[config.mk]
export PLATFORM = sky130hd
export DESIGN_NAME = rht_i2c_target
export DESIGN_NICKNAME = d
export VERILOG_FILES = /design/src/rtl/rht_pkg.sv /design/src/rtl/rht_bus_sync.sv /design/src/rtl/rht_conv_timer.sv /design/src/rtl/rht_i2c_target.sv
export SDC_FILE = /design/constraint.sdc
export NUM_CORES = 1
export LEC_CHECK = 0
export BUFFER_PORTS_ARGS = -buffer_cell sky130_fd_sc_hd__buf_2
export CAP_MARGIN = 10
export CELL_PAD_IN_SITES_DETAIL_PLACEMENT = 1
export CELL_PAD_IN_SITES_GLOBAL_PLACEMENT = 1
export CORE_MARGIN = 5
export CORE_UTILIZATION = 42
export DETAILED_ROUTE_END_ITERATION = 12
export HOLD_SLACK_MARGIN = 0.08
export PLACE_DENSITY_LB_ADDON = 0.1
export REMOVE_ABC_BUFFERS = 1
export SYNTH_ARGS = -nofsm -noshare
export SYNTH_HDL_FRONTEND = slang
export SYNTH_SLANG_ARGS = --single-unit
[constraint.sdc]
create_clock -name clk -period 2.17 [get_ports clk]
set_input_delay 0.217 -clock clk [delete_from_list [all_inputs] [get_ports clk]]
set_output_delay 0.217 -clock clk [all_outputs]
set_load 0.005 [all_outputs]
[src/rtl/rht_pkg.sv]
package rht_pkg;
  localparam int WORD_W = 16;
  localparam logic [7:0] CRC_POLY = 8'h31;
  localparam logic [7:0] CRC_SEED = 8'hFF;

  typedef enum logic [2:0] {
    ST_IDLE, ST_ADDR, ST_AACK, ST_RX, ST_WACK, ST_TX, ST_MACK, ST_HOLD
  } tgt_state_t;

  // bit-serial CRC-8, MSB of the word first
  function automatic logic [7:0] crc8_word(input logic [WORD_W-1:0] w);
    logic [7:0] c;
    c = CRC_SEED;
    for (int i = WORD_W - 1; i >= 0; i--) begin
      c = (c[7] ^ w[i]) ? ({c[6:0], 1'b0} ^ CRC_POLY) : {c[6:0], 1'b0};
    end
    return c;
  endfunction
endpackage

[src/rtl/rht_bus_sync.sv]
module rht_bus_sync #(
  parameter int STAGES = 2
) (
  input  logic clk,
  input  logic rst,
  input  logic scl_i,
  input  logic sda_i,
  output logic scl_q,
  output logic sda_q,
  output logic scl_rise,
  output logic scl_fall,
  output logic bus_start,
  output logic bus_stop
);
  logic [STAGES-1:0] scl_pipe, sda_pipe;
  logic scl_d, sda_d;

  always_ff @(posedge clk) begin
    if (rst) begin
      scl_pipe <= '1;
      sda_pipe <= '1;
      scl_d    <= 1'b1;
      sda_d    <= 1'b1;
    end else begin
      scl_pipe <= {scl_pipe[STAGES-2:0], scl_i};
      sda_pipe <= {sda_pipe[STAGES-2:0], sda_i};
      scl_d    <= scl_pipe[STAGES-1];
      sda_d    <= sda_pipe[STAGES-1];
    end
  end

  assign scl_q     = scl_pipe[STAGES-1];
  assign sda_q     = sda_pipe[STAGES-1];
  assign scl_rise  = scl_q & ~scl_d;
  assign scl_fall  = ~scl_q & scl_d;
  assign bus_start = scl_q & scl_d & sda_d & ~sda_q;
  assign bus_stop  = scl_q & scl_d & ~sda_d & sda_q;
endmodule

[src/rtl/rht_conv_timer.sv]
module rht_conv_timer #(
  parameter int CONV_CYCLES = 3000
) (
  input  logic clk,
  input  logic rst,
  input  logic kick,
  input  logic take,
  output logic ready,
  output logic done
);
  localparam int CW = $clog2(CONV_CYCLES + 1);
  logic [CW-1:0] cnt;
  logic busy;

  always_ff @(posedge clk) begin
    if (rst) begin
      busy  <= 1'b0;
      ready <= 1'b0;
      done  <= 1'b0;
      cnt   <= '0;
    end else begin
      done <= 1'b0;
      if (kick) begin
        busy  <= 1'b1;
        ready <= 1'b0;
        cnt   <= CW'(CONV_CYCLES - 1);
      end else if (busy) begin
        if (cnt == '0) begin
          busy  <= 1'b0;
          ready <= 1'b1;
          done  <= 1'b1;
        end else begin
          cnt <= cnt - 1'b1;
        end
      end else if (take) begin
        ready <= 1'b0;
      end
    end
  end


  ready_not_busy_chk: assert property (@(posedge clk) disable iff (rst) ready |-> !busy);

  ready_after_conv_chk: assert property (@(posedge clk) disable iff (rst) $rose(ready) |-> $past(busy));
endmodule

[src/rtl/rht_i2c_target.sv]
module rht_i2c_target import rht_pkg::*; #(
  parameter int         CONV_CYCLES = 3000,
  parameter int         SYNC_STAGES = 2,
  parameter logic [6:0] BASE_ADDR   = 7'h44,
  parameter logic [7:0] CMD_HI      = 8'h2C,
  parameter logic [7:0] CMD_LO      = 8'h06
) (
  input  logic              clk,
  input  logic              rst,
  input  logic              scl_i,
  input  logic              sda_i,
  output logic              sda_pull_o,
  input  logic              addr_sel_i,
  input  logic [WORD_W-1:0] temp_i,
  input  logic [WORD_W-1:0] humi_i
);
  localparam logic [2:0] LAST_BYTE = 3'd5;

  logic scl_q, sda_q, scl_rise, scl_fall, bus_start, bus_stop;
  logic res_ready, conv_done, conv_kick, rd_take, addr_match;
  tgt_state_t st;
  logic [3:0] bitcnt;
  logic [7:0] shreg, cmd_first, first_tx, next_tx;
  logic [2:0] bidx;
  logic cmd_hit, ack_seen, is_rd, drv_q;
  logic [WORD_W-1:0] t_snap, h_snap;

  rht_bus_sync #(.STAGES(SYNC_STAGES)) u_sync (
    .clk(clk), .rst(rst), .scl_i(scl_i), .sda_i(sda_i),
    .scl_q(scl_q), .sda_q(sda_q), .scl_rise(scl_rise), .scl_fall(scl_fall),
    .bus_start(bus_start), .bus_stop(bus_stop)
  );

  rht_conv_timer #(.CONV_CYCLES(CONV_CYCLES)) u_timer (
    .clk(clk), .rst(rst), .kick(conv_kick), .take(rd_take),
    .ready(res_ready), .done(conv_done)
  );

  function automatic logic [7:0] pick(input logic [2:0] i,
                                      input logic [WORD_W-1:0] t, h);
    case (i)
      3'd0:    return t[15:8];
      3'd1:    return t[7:0];
      3'd2:    return crc8_word(t);
      3'd3:    return h[15:8];
      3'd4:    return h[7:0];
      default: return crc8_word(h);
    endcase
  endfunction

  assign first_tx   = pick(3'd0, t_snap, h_snap);
  assign next_tx    = pick(bidx + 3'd1, t_snap, h_snap);
  assign addr_match = (shreg[7:1] == {BASE_ADDR[6:1], addr_sel_i});
  assign conv_kick  = bus_stop & cmd_hit;
  assign rd_take    = !bus_start && !bus_stop && st == ST_ADDR && scl_fall &&
                      bitcnt == 4'd8 && addr_match && shreg[0] && res_ready;
  assign sda_pull_o = drv_q;

  // measurement snapshot taken when the conversion completes
  always_ff @(posedge clk) begin
    if (rst) begin
      t_snap <= '0;
      h_snap <= '0;
    end else if (conv_done) begin
      t_snap <= temp_i;
      h_snap <= humi_i;
    end
  end

  always_ff @(posedge clk) begin
    if (rst) begin
      st <= ST_IDLE; bitcnt <= '0; shreg <= '0; bidx <= '0;
      cmd_first <= '0; cmd_hit <= 1'b0; ack_seen <= 1'b0;
      is_rd <= 1'b0; drv_q <= 1'b0;
    end else if (bus_start) begin
      st <= ST_ADDR; bitcnt <= '0; drv_q <= 1'b0; cmd_hit <= 1'b0;
    end else if (bus_stop) begin
      st <= ST_IDLE; drv_q <= 1'b0; cmd_hit <= 1'b0;
    end else begin
      case (st)
        ST_ADDR, ST_RX: begin
          if (scl_rise && bitcnt < 4'd8) begin
            shreg  <= {shreg[6:0], sda_q};
            bitcnt <= bitcnt + 4'd1;
          end else if (scl_fall && bitcnt == 4'd8) begin
            if (st == ST_ADDR) begin
              if (addr_match && (!shreg[0] || res_ready)) begin
                drv_q <= 1'b1;
                is_rd <= shreg[0];
                st    <= ST_AACK;
              end else begin
                st <= ST_HOLD;
              end
            end else begin
              drv_q <= 1'b1;
              st    <= ST_WACK;
              if (bidx == 3'd0) cmd_first <= shreg;
              cmd_hit <= (bidx == 3'd1) && (cmd_first == CMD_HI) && (shreg == CMD_LO);
            end
          end
        end
        ST_AACK: if (scl_fall) begin
          bidx <= '0;
          if (is_rd) begin
            drv_q  <= ~first_tx[7];
            shreg  <= {first_tx[6:0], 1'b0};
            bitcnt <= 4'd1;
            st     <= ST_TX;
          end else begin
            drv_q  <= 1'b0;
            bitcnt <= '0;
            st     <= ST_RX;
          end
        end
        ST_WACK: if (scl_fall) begin
          drv_q  <= 1'b0;
          bitcnt <= '0;
          st     <= ST_RX;
          if (bidx != 3'd7) bidx <= bidx + 3'd1;
        end
        ST_TX: if (scl_fall) begin
          if (bitcnt == 4'd8) begin
            drv_q <= 1'b0;
            st    <= ST_MACK;
          end else begin
            drv_q  <= ~shreg[7];
            shreg  <= {shreg[6:0], 1'b0};
            bitcnt <= bitcnt + 4'd1;
          end
        end
        ST_MACK: begin
          if (scl_rise) ack_seen <= ~sda_q;
          else if (scl_fall) begin
            if (ack_seen && bidx != LAST_BYTE) begin
              bidx   <= bidx + 3'd1;
              drv_q  <= ~next_tx[7];
              shreg  <= {next_tx[6:0], 1'b0};
              bitcnt <= 4'd1;
              st     <= ST_TX;
            end else begin
              st <= ST_HOLD;
            end
          end
        end
        default: ;
      endcase
    end
  end


  pull_scl_low_chk: assert property (@(posedge clk) disable iff (rst) !$stable(drv_q) |-> !scl_q);

  hdr_ack_ready_chk: assert property (@(posedge clk) disable iff (rst)
    ($rose(drv_q) && st == ST_AACK && is_rd) |-> $past(res_ready));

  idle_released_chk: assert property (@(posedge clk) disable iff (rst)
    (st == ST_IDLE || st == ST_HOLD) |-> !drv_q);

  byte_index_chk: assert property (@(posedge clk) disable iff (rst) st == ST_TX |-> bidx <= LAST_BYTE);
endmodule

==> flow_metrics.tcl, run 1 <==
set metrics [dict create \
    outcome "finished, violations left" \
    violations "negative setup slack" \
    postSynthAreaPerCell_um2 9.03 \
    drive_above_1_share 0.295 \
    place_ws_ns -0.0595 \
    cts_max_path_buffers 2 \
    p_per_area_mw_per_mm2 524 \
    relSlewSlack 0.632 \
    die_w_um 120 \
    synthFlopType "dfxtp_1" \
    crit_type "reg -> reg" \
    yosysTopAreaCellShare 0.326 \
    synth_fa_ha_area_frac 0.0245 \
    cts_tree "built" \
    rr_worst_depth 8 \
    power_switching_share 0.218 \
    antenna_left 0 \
    synth-xor-area-share 0.175 \
    crit_required_ns 2.40 \
    io_buffers 37 \
    routed_wl_um 16700 \
    intPower_mw 2.68 \
    cp-start-kind "register" \
    comb_power_share 0.052 \
    fin_skew_ns 0.00640 \
    placed_area_mm2 0.00591 \
    wl_per_cell_um 20.5 \
    fin_nets 707 \
    tns_ns -0.0829 \
    hold_violations 0 \
    cp.arrival_ns 2.49 \
    dr.pass1.iters 5 \
    root_buffer "clkbuf_16" \
    clock-sinks 83 \
    fin_area_mm2 0.00654 \
    grt_start_max_net_pins 45 \
    switching_power_mw 0.746 \
    async_reset_ff_frac 0 \
    fin_crit_sh 1.04 \
    num_vias 4706 \
    p_leak_nw 2.54 \
    clkLatencyLatePin_ns 0.35 \
    power_mw 3.43 \
    initial_utilization 0.427 \
    num_rows 40 \
    h-tree-depth 3 \
    synth_top_area_cell "dfxtp_1" \
    power_frac_seq 0.449 \
    hold-path-cell-count 3 \
    place_hpwl_um 12100 \
    coreArea_mm2 0.0120 \
    dieArea_mm2 0.0145 \
    netlist_instances 565 \
    slew_violations 0 \
    timing.rr.end "shreg[5]" \
    syn2layout_area_growth_pct 28.2 \
    dp.cells 789 \
    synth_area_leaders "dfxtp_1, mux2i_1, xnor2_1" \
    ys_seq_elements 83 \
    tightest_slew_ns 0.551 \
    multi_input_area_mm2 0.00346 \
    synth_edf_count 0 \
    synth-simple-area-share 0.190 \
    regToRegSetupSlack_ns -0.08 \
    clockPowerShare 0.498 \
    final_util 0.547 \
    instances_no_fill 812 \
    min_from "humi_i[0]" \
    ir_worst_vdd_mv 0.352 \
    path_max_fanout 4 \
    n_antenna_cell 0 \
    regArea_mm2 0.00168 \
    r2r-start "t_snap[12]" \
    synth_warnings 0 \
    fillers 1369 \
    grt_pass1_vias 4916 \
    synth_top_family_by_area "simple AND/OR/NAND/NOR gates" \
    dieHeight_um 120 \
    finalSetupViolCount 1 \
    vias_per_cell 5.80 \
    drc 0 \
    io_pins 38 \
    antenna_found_initial 0 \
    cp-end-kind "register" \
    final.min_clock_period_ns 2.25 \
    rsz0062_at_grt "true" \
    gr-total-overflow 0 \
    max_freq_mhz 444 \
    numCtsBuffers 9 \
    drt_iter0_drc 344 \
    grt_pass1_wl_um 26300 \
    clkSlewWorstSetupHoldPaths_ns 0.06 \
    min_to "h_snap[0]" \
    gp_congestion 0.941 \
    syn_area_mm2 0.00510 \
    final.setup.worst_slack_ns -0.0829 \
    synth_compound_area_frac 0.161 \
    grt_use_total 0.228 \
    maxCapViolCount 0 \
    synthMuxAreaShare 0.0824 \
    worst_hold_path_type "in -> reg" \
    yosysSeqAreaShare 0.326 \
    hold-worst-slack_ns 0.109 \
    ys_types 67 \
]
## sequential cells by signal, indices dropped and copies added, names as in the netlist, 2 cells and up
signal,cells
shreg,8
cmd_first,8
h_snap,16
bidx,3
bitcnt,4
st,3
u_sync.sda_pipe,2
t_snap,16
u_timer.cnt,12
u_sync.scl_pipe,2
## cells in the mapped netlist, types with 7 or more instances
cell type  instances
xnor3_1           10
dfxtp_1           83
or2_2              7
nor2_1            70
or3_1             10
inv_1             14
nor2b_1            9
a22o_1             8
ha_1              10
nand2_1           28
mux2i_1           42
nand3_1            8
nor3_1             9
xor2_1            16
xnor2_1           41
clkbuf_1          24
a222oi_1           7
o21ai_0           14
nand2b_1           9
a21oi_1           31
## worst max path at each step
stage                    from               to  cells past startpoint
4_1_cts        u_timer.cnt[4]  u_timer.cnt[11]                      6
6_report           t_snap[12]         shreg[5]                      8
3_5_place_dp   u_timer.cnt[4]   u_timer.cnt[7]                      6
2_1_floorplan           st[0]     cmd_first[0]                      6
5_1_grt            t_snap[12]         shreg[5]                      8
3_3_place_gp        t_snap[8]       sda_pull_o                      6
## final cells by class
type | count | share of cell area
inverter | 14 | 0.00803
clock buffer | 12 | 0.0392
sequential | 83 | 0.257
clock inverter | 4 | 0.0111
multi-input combinational | 432 | 0.528
timing repair buffer | 120 | 0.128
tap | 147 | 0.0281
## power by group through the flow
stage	clock, mW	sequential (mW)	combinational (mW)
finish	1.71	1.54	0.179
global route	1.80	1.54	0.197
CTS	1.74	1.54	0.174
detailed placement	0	1.57	0.168
global placement	0	1.57	0.161
floorplan	0	1.58	0.0561
## placed cells by master, fill, tap and decap left out, types with 4 or more instances in the layout
master / netlist / routed
or2_2: 7 / 7
buf_4: 2 / 76
nor3b_1: 5 / 4
nor3_1: 9 / 7
inv_1: 14 / 14
nand3_1: 8 / 8
o21bai_1: 5 / 5
a31oi_1: 6 / 6
a22o_1: 8 / 8
nand4b_1: 5 / 5
nor4_1: 6 / 5
or3_1: 10 / 9
o21ai_0: 14 / 14
xnor3_1: 10 / 8
dfxtp_2: 0 / 12
o221ai_1: 4 / 4
xor2_1: 16 / 14
buf_6: 1 / 4
xnor2_2: 3 / 10
xnor2_1: 41 / 33
o31ai_1: 6 / 4
nand2b_1: 9 / 9
xnor3_2: 3 / 5
buf_2: 6 / 37
nand2_1: 28 / 27
nand3b_1: 6 / 6
a222oi_1: 7 / 7
a21oi_1: 31 / 31
nor2_1: 70 / 70
dfxtp_1: 83 / 70
clkbuf_16: 0 / 9
nor2b_1: 9 / 8
mux2i_1: 42 / 42
ha_1: 10 / 7
## kinds of logic (layout without fill, tap and decap cells)
logic type | after synthesis | count (layout)
fa+ha+maj | 10 | 10
buf+inv | 51 | 150
compound gates | 114 | 115
xor+xnor | 76 | 76
flops | 83 | 83
mux | 42 | 42
simple gates | 189 | 189
## critical path, stage by stage, from the launching register on
cell and delay, ns:
dfxtp_2 0.36, xnor3_2 0.47, buf_4 0.15, xnor3_1 0.22, buf_4 0.13, nor4_2 0.04
a31oi_1 0.26, a21oi_1 0.16, o311a_1 0.35
## what timing repair did
item / in CTS / in global routing
endpoints found under the setup margin: 10 / 21
gates resized for setup: 8 / 44
hold buffers: 2 / 0
buffers inserted: 0 / 4
pin swaps: 1 / 17
endpoints found under the hold margin: 2 / 0
cloned: 0 / 1
## metal layers
metal  up-vias  share of wire  GRT usage
met5         -              0          0
met4         0          0.018     0.0744
met3        23          0.044     0.0281
met2       137           0.49      0.381
met1      2334           0.45      0.308
li1       2212              -          -
No activity file was read; power rests on OpenSTA's default activity.
==> run 2, diff against run 1 <==
--- a/config.mk
+++ b/config.mk
@@ -15,6 +15,8 @@
 export HOLD_SLACK_MARGIN = 0.08
 export PLACE_DENSITY_LB_ADDON = 0.1
 export REMOVE_ABC_BUFFERS = 1
+export SETUP_SLACK_MARGIN = 0.3
+export SKIP_LAST_GASP = 1
 export SYNTH_ARGS = -nofsm -noshare
 export SYNTH_HDL_FRONTEND = slang
 export SYNTH_SLANG_ARGS = --single-unit
==> run 2 against run 1 <==
  * The flow still finishes with violations (negative setup slack)
  * Setup slack gained 0.023 ns
  * Via count grew 8.9%
  * Sequential share of layout area shrank 2.8 points
  * Final cell count grew 6.3%
  * Flip-flop and latch count is the same
  * Die area is the same
==> flow_metrics.tcl, run 2 (same netlist as run 1, synthesis figures left out) <==
set metrics [dict create \
    rsz0062_at_grt "true" \
    syn2layout_area_growth_pct 46.0 \
    grt_use_total 0.254 \
    dieHeight_um 120 \
    clkLatencyLatePin_ns 0.35 \
    final_cell_mix "buf_4, nor2_1, dfxtp_1" \
    cts_max_path_buffers 2 \
    place_hpwl_um 12100 \
    dr.pass1.iters 5 \
    die_w_um 120 \
    grt_pass1_vias 5276 \
    slew_violations 0 \
    drt_iter0_drc 633 \
    layout_commonest_cell "buf_4" \
    cts_tree "built" \
    fin_area_mm2 0.00745 \
    fin_skew_ns 0.0133 \
    routed_wl_um 20700 \
    p_per_area_mw_per_mm2 475 \
    gp_congestion 0.941 \
    coreArea_mm2 0.0120 \
    fillers 1304 \
    hold-worst-slack_ns 0.108 \
    h-tree-depth 3 \
    antenna_left 0 \
    max_freq_mhz 448 \
    violations "negative setup slack" \
    num_vias 5124 \
    final_util 0.623 \
    dieArea_mm2 0.0145 \
    root_buffer "clkbuf_16" \
    finalSetupViolCount 1 \
    p_leak_nw 2.88 \
    regArea_mm2 0.00170 \
    grt_start_max_net_pins 45 \
    grt_pass1_wl_um 28900 \
    final.min_clock_period_ns 2.23 \
    io_buffers 37 \
    numCtsBuffers 9 \
    hold_violations 0 \
    tns_ns -0.0604 \
    vias_per_cell 5.94 \
    relSlewSlack 0.631 \
    cp-start-kind "register" \
    worst_hold_path_type "in -> reg" \
    wl_per_cell_um 24.0 \
    crit_required_ns 2.40 \
    io_pins 38 \
    crit_type "reg -> reg" \
    gr-total-overflow 0 \
    outcome "finished, violations left" \
    multi_input_area_mm2 0.00387 \
    final.setup.worst_slack_ns -0.0604 \
    top_regs "h_snap (16), t_snap (16), u_timer.cnt (12)" \
    initial_utilization 0.427 \
    n_antenna_cell 0 \
    antenna_found_initial 0 \
    maxCapViolCount 0 \
    path_max_fanout 3 \
    power_mw 3.54 \
    num_rows 40 \
    fin_nets 758 \
    placed_area_mm2 0.00591 \
    cp.arrival_ns 2.46 \
    clkSlewWorstSetupHoldPaths_ns 0.07 \
    ir_worst_vdd_mv 0.365 \
    drive_above_1_share 0.436 \
    clock-sinks 83 \
    tightest_slew_ns 0.553 \
    cp-end-kind "register" \
    drc 0 \
    fin_crit_sh 1.03 \
]
-- run 2: worst max-delay path, stage by stage (launching register included) --
cell and delay (ns):
dfxtp_2 0.33, nand2b_4 0.14, or3_4 0.39, a2111o_1 0.49
a311oi_2 0.33, o211ai_1 0.14, o311a_1 0.31
-- run 2: per-layer routing --
metal / part of all wire / global-route usage / vias to the layer above
met5: 0 / 0 / -
li1: - / - / 2305
met2: 0.50 / 0.425 / 190
met4: 0.038 / 0.0935 / 0
met1: 0.42 / 0.334 / 2576
met3: 0.048 / 0.0355 / 53
-- run 2: per-stage QoR --
step	setup slack [ns]	cells
global route	-0.0976	863
finish	-0.0604	863
detailed placement	-0.0595	789
floorplan	-0.543	528
global placement	0.0291	789
CTS	0.0876	837
-- run 2: layout make-up --
type | instances | share of cell area
inverters | 14 | 0.00772
clock inverters | 4 | 0.00974
flip-flops and latches | 83 | 0.229
well taps | 147 | 0.0247
multi-input cells | 432 | 0.519
clock buffers | 12 | 0.0344
repair buffers | 171 | 0.176
-- run 2: path summary, 6_finish.rpt --
kind | from | end | slack [ns] | cells past startpoint
worst min register to register | u_sync.sda_pipe[0] | u_sync.sda_pipe[1] | 0.41 | 1
worst max register to register | st[0] | shreg[5] | -0.06 | 6
worst min-delay path | humi_i[6] | h_snap[6] | 0.11 | 3
worst max-delay path | st[0] | shreg[5] | -0.06 | 6
-- run 2: power breakdown --
| part | internal (mW) | total, mW | switching, mW |
|---|---|---|---|
| logic | 0.119 | 0.252 | 0.133 |
| registers | 1.53 | 1.54 | 0.00951 |
| clock network | 1.07 | 1.75 | 0.677 |
-- run 2: repair_timing --
item / CTS / global route
setup endpoints to repair: 38 / 43
resized for setup: 81 / 85
endpoints found under the hold margin: 2 / 0
hold buffers: 2 / 0
setup buffers: 29 / 25
pin swaps: 48 / 52
gates cloned: 1 / 1
==> run 3, diff against run 2 <==
--- a/config.mk
+++ b/config.mk
@@ -10,7 +10,7 @@
 export CELL_PAD_IN_SITES_DETAIL_PLACEMENT = 1
 export CELL_PAD_IN_SITES_GLOBAL_PLACEMENT = 1
 export CORE_MARGIN = 5
-export CORE_UTILIZATION = 42
+export CORE_UTILIZATION = 30
 export DETAILED_ROUTE_END_ITERATION = 12
 export HOLD_SLACK_MARGIN = 0.08
 export PLACE_DENSITY_LB_ADDON = 0.1
==> run 3 against run 2 <==
  * The run now ends clean
  * Die area grew 36%
  * Design area shrank 2.1%
  * Combinational power shrank 21%
==> flow_metrics.tcl, run 3 (same netlist as run 1, synthesis figures left out) <==
set metrics [dict create \
    io_pins 38 \
    drive_above_1_share 0.422 \
    gr-usage-met1 0.248 \
    cts_max_path_buffers 2 \
    crit_required_ns 2.38 \
    place_ws_ns -0.0175 \
    outcome "complete, no violations" \
    busiest_layer "met2" \
    slew_violations 0 \
    p_per_area_mw_per_mm2 459 \
    clkLatencyLatePin_ns 0.35 \
    max_freq_mhz 482 \
    crit_type "reg -> reg" \
    clockPowerShare 0.482 \
    grt_pass1_vias 4937 \
    placed_area_mm2 0.00609 \
    coreArea_mm2 0.0166 \
    dr.pass1.iters 4 \
    relSlewSlack 0.611 \
    layout_commonest_cell "buf_4" \
    fin_area_mm2 0.00729 \
    power_frac_seq 0.459 \
    numCtsBuffers 9 \
    met3_usage 0.0239 \
    tns_ns 0 \
    fin_skew_ns 0.00612 \
    path_max_fanout 7 \
    cp_num_buf_inv 1 \
    cp-end-kind "register" \
    switching_power_mw 0.801 \
    fin_nets 743 \
    comb_power_share 0.060 \
    drt_iter0_drc 247 \
    cts_tree "built" \
    place_hpwl_um 12900 \
    worst_hold_path_type "in -> reg" \
    fin_crit_sh 0.957 \
    maxCapViolCount 0 \
    initial_utilization 0.307 \
    root_buffer "clkbuf_16" \
    antenna_found_initial 0 \
    drc 0 \
    path_delay_family "compound AO/OA/AOI/OAI gates" \
    gp_congestion 0.902 \
    num_vias 4702 \
    num_rows 47 \
    die_w_um 140 \
    power_switching_share 0.239 \
    final_cell_mix "buf_4, nor2_1, dfxtp_1" \
    ir_worst_vdd_mv 0.347 \
    cp-start-kind "register" \
    cp_slowest_stage_delay_ns 0.40 \
    finalSetupViolCount 0 \
    syn2layout_area_growth_pct 42.9 \
    grtUsageMet2 0.285 \
    antenna_left 0 \
    power_mw 3.35 \
    dieHeight_um 140 \
    grt_start_max_net_pins 33 \
    regToRegSetupSlack_ns 0.09 \
    slowest_stage "dfxtp_4" \
    crit_chain "clkinvlp_4, ha_4, a22o_1, a222oi_1, nand3_1, a31oi_4, a211o_1, a21oi_1" \
    gr-total-overflow 0 \
    top_regs "h_snap (16), t_snap (16), u_timer.cnt (12)" \
    rsz0062_at_grt "true" \
    grt_pass1_wl_um 27400 \
    routed_wl_um 17400 \
    vias_per_cell 5.11 \
    cp.arrival_ns 2.28 \
    wl_per_cell_um 18.9 \
    clkSlewWorstSetupHoldPaths_ns 0.07 \
    n_antenna_cell 0 \
    final.setup.worst_slack_ns 0.0942 \
    h-tree-depth 3 \
    io_buffers 37 \
    final.min_clock_period_ns 2.08 \
    tightest_slew_ns 0.584 \
    grt_use_total 0.177 \
    dieArea_mm2 0.0197 \
    intPower_mw 2.55 \
    hold_violations 0 \
    p_leak_nw 2.75 \
    clock-sinks 83 \
]
[run 3: changes by cell type in the layout (fill, tap and decap cells not counted), moves of 4 or more]
cell / previous run / this run
xnor2_2: 10 / 17
xnor2_4: 6 / 2
o21ai_0: 7 / 11
buf_4: 110 / 101
[run 3: final timing paths]
| kind | start | cells after the start | to |
|---|---|---|---|
| max | bidx[0] | 8 | shreg[4] |
| min | humi_i[2] | 3 | h_snap[2] |
| max reg2reg | bidx[0] | 8 | shreg[4] |
| min reg2reg | u_sync.scl_pipe[0] | 1 | u_sync.scl_pipe[1] |
[run 3: power groups by stage]
stage	clock [mW]	combinational [mW]	sequential, mW
3_3_place_gp	0	0.169	1.58
4_1_cts	1.66	0.190	1.54
3_5_place_dp	0	0.172	1.58
5_1_grt	1.73	0.216	1.54
2_1_floorplan	0	0.0561	1.58
6_report	1.61	0.199	1.54
[run 3: worst min-delay path, cell delays in order]
cell and delay, ns:
buf_2 0.07, mux2i_1 0.06, nor2_1 0.07
[run 3: repair_timing]
action                     in CTS  in global routing
resized for setup             102                 44
setup buffers                  19                 12
hold buffers                    2                  0
setup endpoints to repair      35                 42
hold endpoints to repair        2                  0
pin swaps                      58                 37
[run 3: cell type report]
type	count	area [um2]
clock buffer	11	243
multi-input combinational	431	3780
fill	1895	9350
inverter	14	58.8
tap	220	275
timing repair buffer	157	1170
sequential	83	1700
clock inverter	5	62.6
[run 3: routing by layer]
metal | share of wire | wire [um] | up-vias
met5 | 0 | 0 | -
met4 | 0.011 | 193 | 0
met3 | 0.037 | 645 | 16
met2 | 0.47 | 8200 | 87
met1 | 0.48 | 8380 | 2312
li1 | - | - | 2287
[run 3: per-stage QoR]
step | hold WS, ns | std cells | utilization
2_1_floorplan | 0.286 | 528 | -
3_3_place_gp | 0.395 | 872 | 0.366
3_5_place_dp | 0.398 | 872 | 0.366
4_1_cts | 0.0950 | 909 | 0.421
5_1_grt | 0.112 | 921 | 0.438
6_report | 0.102 | 921 | 0.438
